`src/rtl/memErrPkg.sv`:
```
package memErrPkg;
  localparam int SEL_W = 2;
  localparam logic [SEL_W-1:0] SEL_PTR = 2'd0;
  localparam logic [SEL_W-1:0] SEL_STS = 2'd1;
  localparam logic [SEL_W-1:0] SEL_CMD = 2'd2;

  // class index: 0 = correctable, 1 = uncorrectable
  localparam int CLS_SB = 0;
  localparam int CLS_MB = 1;

  typedef struct packed {
    logic       logPtr;      // pointer takes a new address and flags
    logic       logFromMb;   // address source is the uncorrectable event
    logic [1:0] logFlag;     // flag values loaded on logPtr
    logic [1:0] clrPtr;      // write-one-to-clear on pointer flags
    logic [1:0] capSts;      // status class captures its row
    logic [1:0] clrSts;      // write-one-to-clear on status flags
    logic       cmdWr;       // command word load
    logic       raiseSysErr; // system-error pulse next cycle
  } errStrobes_t;
endpackage

```
`src/rtl/memErrCtrl.sv`:
```
module memErrCtrl
  import memErrPkg::*;
(
  input  logic             regWrEn,
  input  logic [SEL_W-1:0] regAddr,
  input  logic [1:0]       ptrClrBits,
  input  logic [1:0]       stsClrBits,
  input  logic             sbeValid,
  input  logic             mbeValid,
  input  logic [1:0]       ptrFlag,
  input  logic [1:0]       stsOcc,
  input  logic [1:0]       cmdEn,
  output errStrobes_t      stb
);
  logic wrPtr, wrSts, wrCmd;
  logic [1:0] evValid;
  logic [1:0] ptrClr;
  logic [1:0] stsClr;
  logic [1:0] capture;
  logic ptrArmed;

  assign wrPtr   = regWrEn && (regAddr == SEL_PTR);
  assign wrSts   = regWrEn && (regAddr == SEL_STS);
  assign wrCmd   = regWrEn && (regAddr == SEL_CMD);
  assign evValid = {mbeValid, sbeValid};

  genvar c;
  generate
    for (c = 0; c < 2; c++) begin : gCls
      assign ptrClr[c]  = wrPtr & ptrClrBits[c];
      assign stsClr[c]  = wrSts & stsClrBits[c];
      // a flag cleared this cycle no longer blocks capture
      assign capture[c] = evValid[c] & ~(stsOcc[c] & ~stsClr[c]);
    end
  endgenerate

  assign ptrArmed = ~|(ptrFlag & ~ptrClr);

  always_comb begin
    stb             = '0;
    stb.logPtr      = ptrArmed & (|evValid);
    stb.logFromMb   = evValid[CLS_MB];
    stb.logFlag     = evValid;
    stb.clrPtr      = ptrClr;
    stb.capSts      = capture;
    stb.clrSts      = stsClr;
    stb.cmdWr       = wrCmd;
    stb.raiseSysErr = |(capture & cmdEn);
  end
endmodule

```
`src/rtl/memErrRegs.sv`:
```
module memErrRegs
  import memErrPkg::*;
#(
  parameter int ADDR_W = 32,
  parameter int ROW_W  = 3,
  parameter int GRAIN  = 12,
  localparam int PAGE_W = ADDR_W - GRAIN,
  localparam int DATA_W = ADDR_W,
  localparam int STS_W  = 2 * (ROW_W + 1)
) (
  input  logic                       clk,
  input  logic                       rstN,
  input  errStrobes_t                stb,
  input  logic [PAGE_W-1:0]          sbePage,
  input  logic [PAGE_W-1:0]          mbePage,
  input  logic [ROW_W-1:0]           sbeRow,
  input  logic [ROW_W-1:0]           mbeRow,
  input  logic [1:0]                 cmdData,
  input  logic [SEL_W-1:0]           regAddr,
  output logic [PAGE_W-1:0]          ptrPage,
  output logic [1:0]                 ptrFlag,
  output logic [1:0]                 stsOcc,
  output logic [1:0][ROW_W-1:0]      stsRow,
  output logic [1:0]                 cmdEn,
  output logic                       sysErr,
  output logic [DATA_W-1:0]          regRdData
);
  logic [1:0][ROW_W-1:0] evRow;
  assign evRow = {mbeRow, sbeRow};

  // address pointer
  always_ff @(posedge clk or negedge rstN) begin
    if (!rstN) begin
      ptrPage <= '0;
      ptrFlag <= '0;
    end else if (stb.logPtr) begin
      ptrPage <= stb.logFromMb ? mbePage : sbePage;
      ptrFlag <= stb.logFlag;
    end else begin
      ptrFlag <= ptrFlag & ~stb.clrPtr;
    end
  end

  // per-class status capture
  genvar c;
  generate
    for (c = 0; c < 2; c++) begin : gSts
      always_ff @(posedge clk or negedge rstN) begin
        if (!rstN) begin
          stsOcc[c] <= 1'b0;
          stsRow[c] <= '0;
        end else if (stb.capSts[c]) begin
          stsOcc[c] <= 1'b1;
          stsRow[c] <= evRow[c];
        end else if (stb.clrSts[c]) begin
          stsOcc[c] <= 1'b0;
        end
      end
    end
  endgenerate

  // command word and system-error pulse
  always_ff @(posedge clk or negedge rstN) begin
    if (!rstN) begin
      cmdEn  <= '0;
      sysErr <= 1'b0;
    end else begin
      sysErr <= stb.raiseSysErr;
      if (stb.cmdWr) cmdEn <= cmdData;
    end
  end

  // read mux
  logic [DATA_W-1:0] ptrWord, stsWord, cmdWord;
  assign ptrWord = {ptrPage, {(GRAIN-2){1'b0}}, ptrFlag[CLS_MB], ptrFlag[CLS_SB]};
  assign stsWord = {{(DATA_W-STS_W){1'b0}},
                    stsRow[CLS_MB], stsOcc[CLS_MB], stsRow[CLS_SB], stsOcc[CLS_SB]};
  assign cmdWord = {{(DATA_W-2){1'b0}}, cmdEn};

  always_comb begin
    case (regAddr)
      SEL_PTR: regRdData = ptrWord;
      SEL_STS: regRdData = stsWord;
      SEL_CMD: regRdData = cmdWord;
      default: regRdData = '0;
    endcase
  end
endmodule

```
`src/rtl/memErrCapture.sv`:
```
module memErrCapture
  import memErrPkg::*;
#(
  parameter int ADDR_W = 32,
  parameter int ROW_W  = 3,
  parameter int GRAIN  = 12,
  localparam int PAGE_W = ADDR_W - GRAIN,
  localparam int DATA_W = ADDR_W
) (
  input  logic              clk,
  input  logic              rstN,
  input  logic              sbeValid,
  input  logic [ADDR_W-1:0] sbeAddr,
  input  logic [ROW_W-1:0]  sbeRow,
  input  logic              mbeValid,
  input  logic [ADDR_W-1:0] mbeAddr,
  input  logic [ROW_W-1:0]  mbeRow,
  input  logic              regWrEn,
  input  logic [SEL_W-1:0]  regAddr,
  input  logic [DATA_W-1:0] regWrData,
  output logic [DATA_W-1:0] regRdData,
  output logic              sysErr
);
  errStrobes_t           stb;
  logic [PAGE_W-1:0]     ptrPage;
  logic [1:0]            ptrFlag;
  logic [1:0]            stsOcc;
  logic [1:0][ROW_W-1:0] stsRow;
  logic [1:0]            cmdEn;

  logic unusedBits;
  assign unusedBits = ^{sbeAddr[GRAIN-1:0], mbeAddr[GRAIN-1:0], regWrData};

  memErrCtrl uCtrl (
    .regWrEn    (regWrEn),
    .regAddr    (regAddr),
    .ptrClrBits (regWrData[1:0]),
    .stsClrBits ({regWrData[ROW_W+1], regWrData[0]}),
    .sbeValid   (sbeValid),
    .mbeValid   (mbeValid),
    .ptrFlag    (ptrFlag),
    .stsOcc     (stsOcc),
    .cmdEn      (cmdEn),
    .stb        (stb)
  );

  memErrRegs #(.ADDR_W(ADDR_W), .ROW_W(ROW_W), .GRAIN(GRAIN)) uRegs (
    .clk       (clk),
    .rstN      (rstN),
    .stb       (stb),
    .sbePage   (sbeAddr[ADDR_W-1:GRAIN]),
    .mbePage   (mbeAddr[ADDR_W-1:GRAIN]),
    .sbeRow    (sbeRow),
    .mbeRow    (mbeRow),
    .cmdData   (regWrData[1:0]),
    .regAddr   (regAddr),
    .ptrPage   (ptrPage),
    .ptrFlag   (ptrFlag),
    .stsOcc    (stsOcc),
    .stsRow    (stsRow),
    .cmdEn     (cmdEn),
    .sysErr    (sysErr),
    .regRdData (regRdData)
  );
endmodule

```
`config.mk`:
```
export PLATFORM = sky130hd
export DESIGN_NAME = memErrCapture
export DESIGN_NICKNAME = d
export VERILOG_FILES = /design/src/rtl/memErrPkg.sv /design/src/rtl/memErrCtrl.sv /design/src/rtl/memErrRegs.sv /design/src/rtl/memErrCapture.sv
export SDC_FILE = /design/constraint.sdc
export NUM_CORES = 1
export LEC_CHECK = 0
export BUFFER_PORTS_ARGS = -buffer_cell sky130_fd_sc_hd__buf_2
export CAP_MARGIN = 20
export CORE_MARGIN = 2
export CORE_UTILIZATION = 36
export CTS_CLUSTER_SIZE = 25
export DETAILED_ROUTE_END_ITERATION = 10
export PLACE_DENSITY = 0.79
export SETUP_SLACK_MARGIN = 0.1
export SLEW_MARGIN = 20
export SYNTH_ARGS = -nofsm -noshare
export SYNTH_HDL_FRONTEND = slang
export SYNTH_SLANG_ARGS = --single-unit
```
`constraint.sdc`:
```
create_clock -name clk -period 1.5 [get_ports clk]
set_clock_uncertainty 0.2 [all_clocks]
set_input_delay 0.15 -clock clk [delete_from_list [all_inputs] [get_ports clk]]
set_output_delay 0.15 -clock clk [all_outputs]
set_load 0.05 [all_outputs]
```
==> summary.md, run 1 <==
| Metric | Value |
|---|---|
| Die area | around 6000 um^2 |
| Filler cells | 424 |
| Layout area overhead | 63.2% |
| Vias per cell | 4.59 |
| Delay-heaviest family, CP | flip-flops |
| CP startpoint kind | flop |
| Synthesized cell area | roughly 1900 um^2 |
| Max Cap Violations | 0 |
| Met3 WL | approximately 230 um |
| TritonCTS clock tree | yes |
| Final setup vio count | 22 |
| Clk pin slew, worst setup/hold paths | 70 ps |
| Worst setup EP type | flop |
| Routed Antenna Nets | 0 |
| Total GRT Usage | approximately 15% |
| Register area share after synthesis | between 40 and 50% |
| Placed Cells | slightly above 300 |
| Total grt overflow | 0 |
| Placed Area | 2530 um^2 |
| Cells after synthesis | between 100 and 150 |
| Met1 Wirelength | between 1500 and 2000 um |
| Max Slew Vio Count | 0 |
| Critical path required time | between 1000 and 1500 ps |
| Worst min path class | in -> reg |
| Worst reg2reg setup slack | -110 ps |
| Post-Syn Area per Cell | between 10 and 15 um^2 |
| Detailed Routing Iterations Pass 1 | 4 |
| Violated checks | setup timing |
| Avg WL per Cell | roughly 14 um |
| Worst reg2reg path startpoint | uRegs.ptrFlag[0] |
| Global placement routability congestion | about 0.83 |
| Cell Rows | 26 |
| Max VDD drop | between 0.0008 and 0.0009 V |
| Clock Path Buffers | 2 |
| Worst-path fanout max | 10 |
| DR vias | 1520 |
| Fmax | between 600 and 700 MHz |
| Hold Path End | uRegs.ptrPage[5] |
| IO Count | 142 |
| Remaining DRCs | 0 |
| Total Wirelength | roughly 4700 um |
| Worst flop-to-flop path endpoint | uRegs.ptrPage[1] |
| Port Buf Inserts | 84 |
| Nets | between 300 and 400 |
| Worst-path cell chain | a221oi_4 -> buf_6 -> buf_12 -> mux2_4 |
| Clk root buf | clkbuf_8 |
| DR WL met2 | roughly 2500 um |
| Vias in the first global route | 1565 |
| Chip Height | between 70 and 80 um |
| Num Clock Sinks | 33 |
| #FFs+latches synth | 33 |
| Largest net degree at the start of global routing | 21 |
| H-tree depth | 2 |
| Hold Path Depth | 3 |
| Period utilization | 107% |
| Pleak | 1.50 nW |
| Layout cells sized above 1 | about three quarters |
| Yosys cell types | 22 |
| WS Path Type | reg -> reg |
| PwrDens | 1380 nW/um^2 |
| Max stage delay on crit path | ~410 ps |
| Hpwl dp | 3040 um |
| Iteration-0 DRC Markers | 21 |
| Outcome | finished, violations left |
| Final worst setup slack | -110 ps |
| Final hold vios | 0 |
| Worst skew pair latency | roughly 280 ps |
| Crit path time final | approximately 1600 ps |
| N_diodes | 0 |
| Antenna violations before repair | 0 |
| Starting Density | a little under two fifths |
| CTS buffer count | 5 |
| Slowest-stage cell, CP | dfrtp_1 |
| First-pass GRT wire length | between 7000 and 8000 um |
| Core Footprint | just over 5000 um^2 |
| Die Wd | 76.7 um |
| Reg2reg path depth | 4 |
| Min-delay src | sbeAddr[17] |
| Post-Layout Cell Count | roughly 330 |
| Design Area, Final | roughly 3100 um^2 |
| YS warnings | 0 |
| RSZ-0062 raised after global routing | yes |
| Arr. time, crit path | approximately 1600 ps |
| Buf+Inv Stages, Crit Path | 2 |
| Top layer in use | met4 |
[cell families (layout without fill, tap and decap cells)]
family                 after synthesis  after routing  synth area share (%)
flip-flops                          33             33                  43.4
AND/OR/NAND/NOR                     38             38                  13.7
AO/OA/AOI/OAI                       10             10                  4.93
other                                1              4                 0.197
buffers and inverters               12            126                  4.34
multiplexers                        50             50                  33.4
[state kept, by name (all words and copies together), names as in the netlist]
register / count
uRegs.cmdEn: 2
uRegs.stsRow: 6
uRegs.ptrPage: 20
uRegs.sysErr: 1
uRegs.stsOcc: 2
uRegs.ptrFlag: 2
[power breakdown]
| part | switching (mW) | total [mW] | internal (mW) |
|---|---|---|---|
| registers | 0.217 | 1.46 | 1.25 |
| logic | 0.793 | 1.84 | 1.05 |
| clock network | 0.313 | 0.973 | 0.660 |
| total | 1.32 | 4.28 | 2.95 |
[how the worst max path moves through the flow]
stage,startpoint,to,depth (start not counted)
final,uRegs.ptrFlag[0],uRegs.ptrPage[1],4
after global routing,uRegs.ptrFlag[0],uRegs.ptrPage[4],4
after CTS,uRegs.ptrFlag[0],uRegs.ptrPage[1],3
after detailed placement,regAddr[0],uRegs.ptrPage[7],5
after global placement,regAddr[0],uRegs.ptrPage[2],5
after floorplan,regAddr[1],uRegs.ptrPage[0],5
[synth_stat cells]
| master | count | area (um^2) |
|---|---|---|
| clkbuf_1 | 5 | 18.8 |
| buf_6 | 3 | 33.8 |
| conb_1 | 1 | 3.75 |
| mux2_4 | 20 | 300 |
| a221oi_4 | 1 | 26.3 |
| a21o_1 | 2 | 15.0 |
| nand4b_1 | 2 | 17.5 |
| o21ai_0 | 2 | 10.0 |
| nand4bb_2 | 1 | 16.3 |
| and2_1 | 26 | 163 |
| mux2_2 | 28 | 315 |
| a22o_1 | 2 | 17.5 |
| nor2b_1 | 1 | 6.26 |
| a21boi_0 | 2 | 15.0 |
| a22o_2 | 1 | 10.0 |
| nor2_1 | 2 | 7.51 |
| nand3b_1 | 1 | 7.51 |
| mux2i_1 | 2 | 20.0 |
| nand4bb_4 | 1 | 27.5 |
| dfrtp_1 | 33 | 826 |
| nand2_1 | 4 | 15.0 |
| buf_4 | 4 | 30.0 |
[metrics by stage]
stage	power [mW]	setup slack, ps	util (%)	hold slack [ps]	setup TNS [ps]
floorplan	2.58	-106	-	-346	-2160
global placement	2.91	-204	49.5	-111	-4750
detailed placement	2.95	-232	49.5	-104	-5490
CTS	4.09	-120	56.3	19.3	-2450
global route	4.49	-151	60.8	20.4	-3030
finish	4.28	-110	60.8	24.6	-2150
[layer usage]
| layer | vias to the layer above | track usage [%] |
|---|---|---|
| met3 | 6 | 4.12 |
| met1 | 726 | 17.6 |
| met2 | 58 | 27.5 |
| li1 | 730 | - |
| met4 | 0 | 3.82 |
| met5 | - | 0 |
[worst reg2reg max path, cell delays in order, from the launching register on]
cell	delay [ps]
dfrtp_1	410
a221oi_4	270
buf_6	160
buf_12	150
mux2_4	310
[cell type report]
cell class / count / area [um^2] / area share [%]
Sequential cell: 33 / 826 / 26.6
Timing Repair Buffer: 118 / 977 / 31.5
Clock buffer: 5 / 68.8 / 2.22
Multi-Input combinational cell: 102 / 1080 / 34.8
Clock inverter: 3 / 65.1 / 2.10
Tap cell: 70 / 87.6 / 2.82
[cell usage in the layout (no fill, tap or decap), drive strengths merged, types with 2 or more instances in the layout]
master,n
and2,26
o21ai,2
dfrtp,33
nor2,2
mux2,48
nand4b,2
bufinv,2
a21o,2
nand2,4
a21boi,2
a22o,3
buf,109
nand4bb,2
dlygate4sd3,8
conb,4
clkbuf,6
mux2i,2
[what timing repair did]
item,in CTS,in global routing
endpoints found under the hold margin,40,0
cloned,1,4
buffers inserted,1,3
endpoints found under the setup margin,44,48
gates resized for setup,43,49
pin swaps,1,6
hold buffers,8,0
No activity file was read; power rests on OpenSTA's default activity.
==> run 2: changes to the inputs <==
--- a/config.mk
+++ b/config.mk
@@ -11,8 +11,10 @@
 export CORE_UTILIZATION = 36
 export CTS_CLUSTER_SIZE = 25
 export DETAILED_ROUTE_END_ITERATION = 10
+export HOLD_SLACK_MARGIN = 0.12
 export PLACE_DENSITY = 0.79
 export SETUP_SLACK_MARGIN = 0.1
+export SKIP_CTS_REPAIR_TIMING = 1
 export SLEW_MARGIN = 20
 export SYNTH_ARGS = -nofsm -noshare
 export SYNTH_HDL_FRONTEND = slang
==> run 2 against run 1 <==
Effect of this change:
- the flow still finishes with violations (setup timing)
- power increased by 2.0%
- count of clock-buffer cells in the layout unchanged
- highest routed layer unchanged
- final cell count grew 13%
- register-to-register slack about the same
- worst hold slack gained 90 ps
==> summary.md, run 2 (synthesis results as in run 1) <==
| Metric | Value |
|---|---|
| Layout area overhead | 84.7% |
| Max Slew Vio Count | 0 (unchanged) |
| Clk pin slew, worst setup/hold paths | 70 ps (about the same) |
| Global placement routability congestion | 0.830 (unchanged) |
| Hold Path End | uRegs.stsOcc[1] |
| Worst min path class | in -> reg |
| Crit path time final | 1620 ps (+6.65 ps) |
| Switch Pwr | 1.35 mW (+2.4%) |
| Pleak | 1.66 nW (+11%) |
| Critical path required time | 1460 ps (about the same) |
| Placed Area | 2530 um^2 (unchanged) |
| Worst reg2reg path startpoint | uRegs.ptrFlag[0] |
| Delay-heaviest family, CP | flip-flops |
| Nets | 411 (+11%) |
| DR vias | 1671 (+9.9%) |
| N_diodes | 0 (unchanged) |
| Design Power | 4.37 mW (+2.0%) |
| Period utilization | 108% (+0.44 points) |
| DR WL met2 | 3280 um (+31%) |
| Min-delay src | mbeValid |
| Arr. time, crit path | 1580 ps (about the same) |
| Commonest non-fill, non-tap cell in the layout | buf_2 |
| Vias in the first global route | 1463 (-6.5%) |
| CTS buffer count | 5 (unchanged) |
| Iteration-0 DRC Markers | 19 (-9.5%) |
| Total grt overflow | 0 (unchanged) |
| Worst setup EP type | flop |
| First-pass GRT wire length | 6520 um (-7.8%) |
| Worst reg2reg setup slack | -120 ps (about the same) |
| PwrDens | 1240 nW/um^2 (-9.8%) |
| Vias per cell | 4.48 (-2.4%) |
| Total Wirelength | 5790 um (+23%) |
| IO Count | 142 (unchanged) |
| Slowest-stage cell, CP | dfrtp_1 |
| WS Path Type | reg -> reg |
| Antenna violations before repair | 0 (unchanged) |
| Top layer in use | met4 |
| Clk pwr share | 22.4% (-0.3 points) |
| Total GRT Usage | 13.9% (-1.2 points) |
| Routed Antenna Nets | 0 (unchanged) |
| Commonest cells after routing, fill and taps aside | 57 x buf_2, 52 x dlygate4sd3_1, 33 x dfrtp_1 |
| Switching share of power | 31.0% (+0.098 points) |
| Regs by FF count | uRegs.ptrPage (20), uRegs.stsRow (6) |
| Die area | 5880 um^2 (unchanged) |
| Met1 Wirelength | 2220 um (+14%) |
| Filler cells | 383 (-9.7%) |
| Largest net degree at the start of global routing | 21 (unchanged) |
| Avg WL per Cell | 15.5 um (+9.0%) |
| Sum Neg Setup Slack | -2350 ps (-203 ps) |
| RSZ-0062 raised after global routing | yes |
| Hpwl dp | 3040 um (unchanged) |
| Cell Rows | 26 (unchanged) |
| Detailed Routing Iterations Pass 1 | 3 (-1) |
| Worst-path fanout max | 20 (+10) |
| Design Area, Final | 3510 um^2 (+13%) |
| Final setup vio count | 22 (unchanged) |
| Clk root buf | clkbuf_8 |
| Starting Density | 37.2% (unchanged) |
| Num Clock Sinks | 33 (unchanged) |
| Buf+Inv Stages, Crit Path | 1 (-1) |
| Int Pwr | 3.01 mW (+1.9%) |
| Fmax | 618 MHz (-0.41%) |
| Final worst setup slack | -117 ps (-6.65 ps) |
| TritonCTS clock tree | yes |
| Logic pwr share | 43.9% (+0.9 points) |
| Final hold vios | 0 (unchanged) |
| Port Buf Inserts | 84 (unchanged) |
| Post-place setup slack | -232 ps (unchanged) |
| Core Footprint | 5110 um^2 (unchanged) |
| Max VDD drop | 0.000896 V (+4.5%) |
| Max reg flops | 20 (unchanged) |
| Clock Path Buffers | 2 (unchanged) |
| Max Cap Violations | 0 (unchanged) |
| Reg2reg path depth | 3 (-1) |
| Outcome | finished, violations left |
| Hold Path Depth | 3 (unchanged) |
| Die Wd | 76.7 um (unchanged) |
| Violated checks | setup timing |
| Chip Height | 76.7 um (unchanged) |
| Max stage delay on crit path | 410 ps (about the same) |
| Worst-path cell chain | a221oi_4 -> buf_12 -> mux2_4 |
| Worst flop-to-flop path endpoint | uRegs.ptrPage[1] |
| Remaining DRCs | 0 (unchanged) |
| Sequential fraction of design power | 33.7% (-0.5 points) |
| Register with the most flip-flops | uRegs.ptrPage |
| Worst skew pair latency | 280 ps (about the same) |
| Multi-input gate area | 1090 um^2 (+0.93%) |
| H-tree depth | 2 (unchanged) |
| Met3 WL | 217 um (-6.1%) |
| CP startpoint kind | flop |
| Layout cells sized above 1 | 63.7% (-9.5 points) |
| Register area | 826 um^2 (unchanged) |
==> run 2: changes by cell type in the layout (fill, tap and decap cells not counted), sizes merged <==
cell	change
buf	-2
dlygate4sd3	+44
==> run 2: worst register-to-register path, stage by stage (launching register included) <==
cell	delay [ps]
dfrtp_1	410
a221oi_4	330
buf_12	230
mux2_4	330
==> run 2: how the worst max path moves through the flow <==
| stage | startpoint | end | cells after the start |
|---|---|---|---|
| finish | uRegs.ptrFlag[0] | uRegs.ptrPage[1] | 3 |
| CTS | uRegs.ptrFlag[0] | regRdData[0] | 4 |
| global placement | regAddr[0] | uRegs.ptrPage[2] | 5 |
| floorplan | regAddr[1] | uRegs.ptrPage[0] | 5 |
| detailed placement | regAddr[0] | uRegs.ptrPage[7] | 5 |
| global route | uRegs.ptrFlag[0] | regRdData[0] | 4 |
==> run 2: power groups by stage <==
stage          Combinational, mW  Sequential [mW]  Clock (mW)
3_5_place_dp                1.52             1.44           0
2_1_floorplan               1.19             1.39           0
3_3_place_gp                1.47             1.44           0
6_report                    1.92             1.47       0.978
5_1_grt                     2.01             1.50        1.05
4_1_cts                     1.51             1.44       0.995
==> run 2: stage by stage <==
stage | utilization [%] | hold slack (ps) | cells
after floorplan | - | -346 | 147
after global placement | 49.5 | -111 | 306
after detailed placement | 49.5 | -104 | 306
after CTS | 52.1 | -409 | 314
after global routing | 68.8 | 139 | 373
final | 68.8 | 114 | 373
==> run 2: area by class of cell <==
class,count,share of cell area [%]
Multi-Input combinational cell,102,31.0
Timing Repair Buffer,160,39.2
Tap cell,70,2.49
Sequential cell,33,23.5
Clock inverter,3,1.85
Clock buffer,5,1.96
==> run 2: metal layers <==
metal	GRT usage (%)	up-vias
li1	-	808
met1	16.6	795
met2	24.6	60
met3	3.88	8
met4	3.82	0
met5	0	-
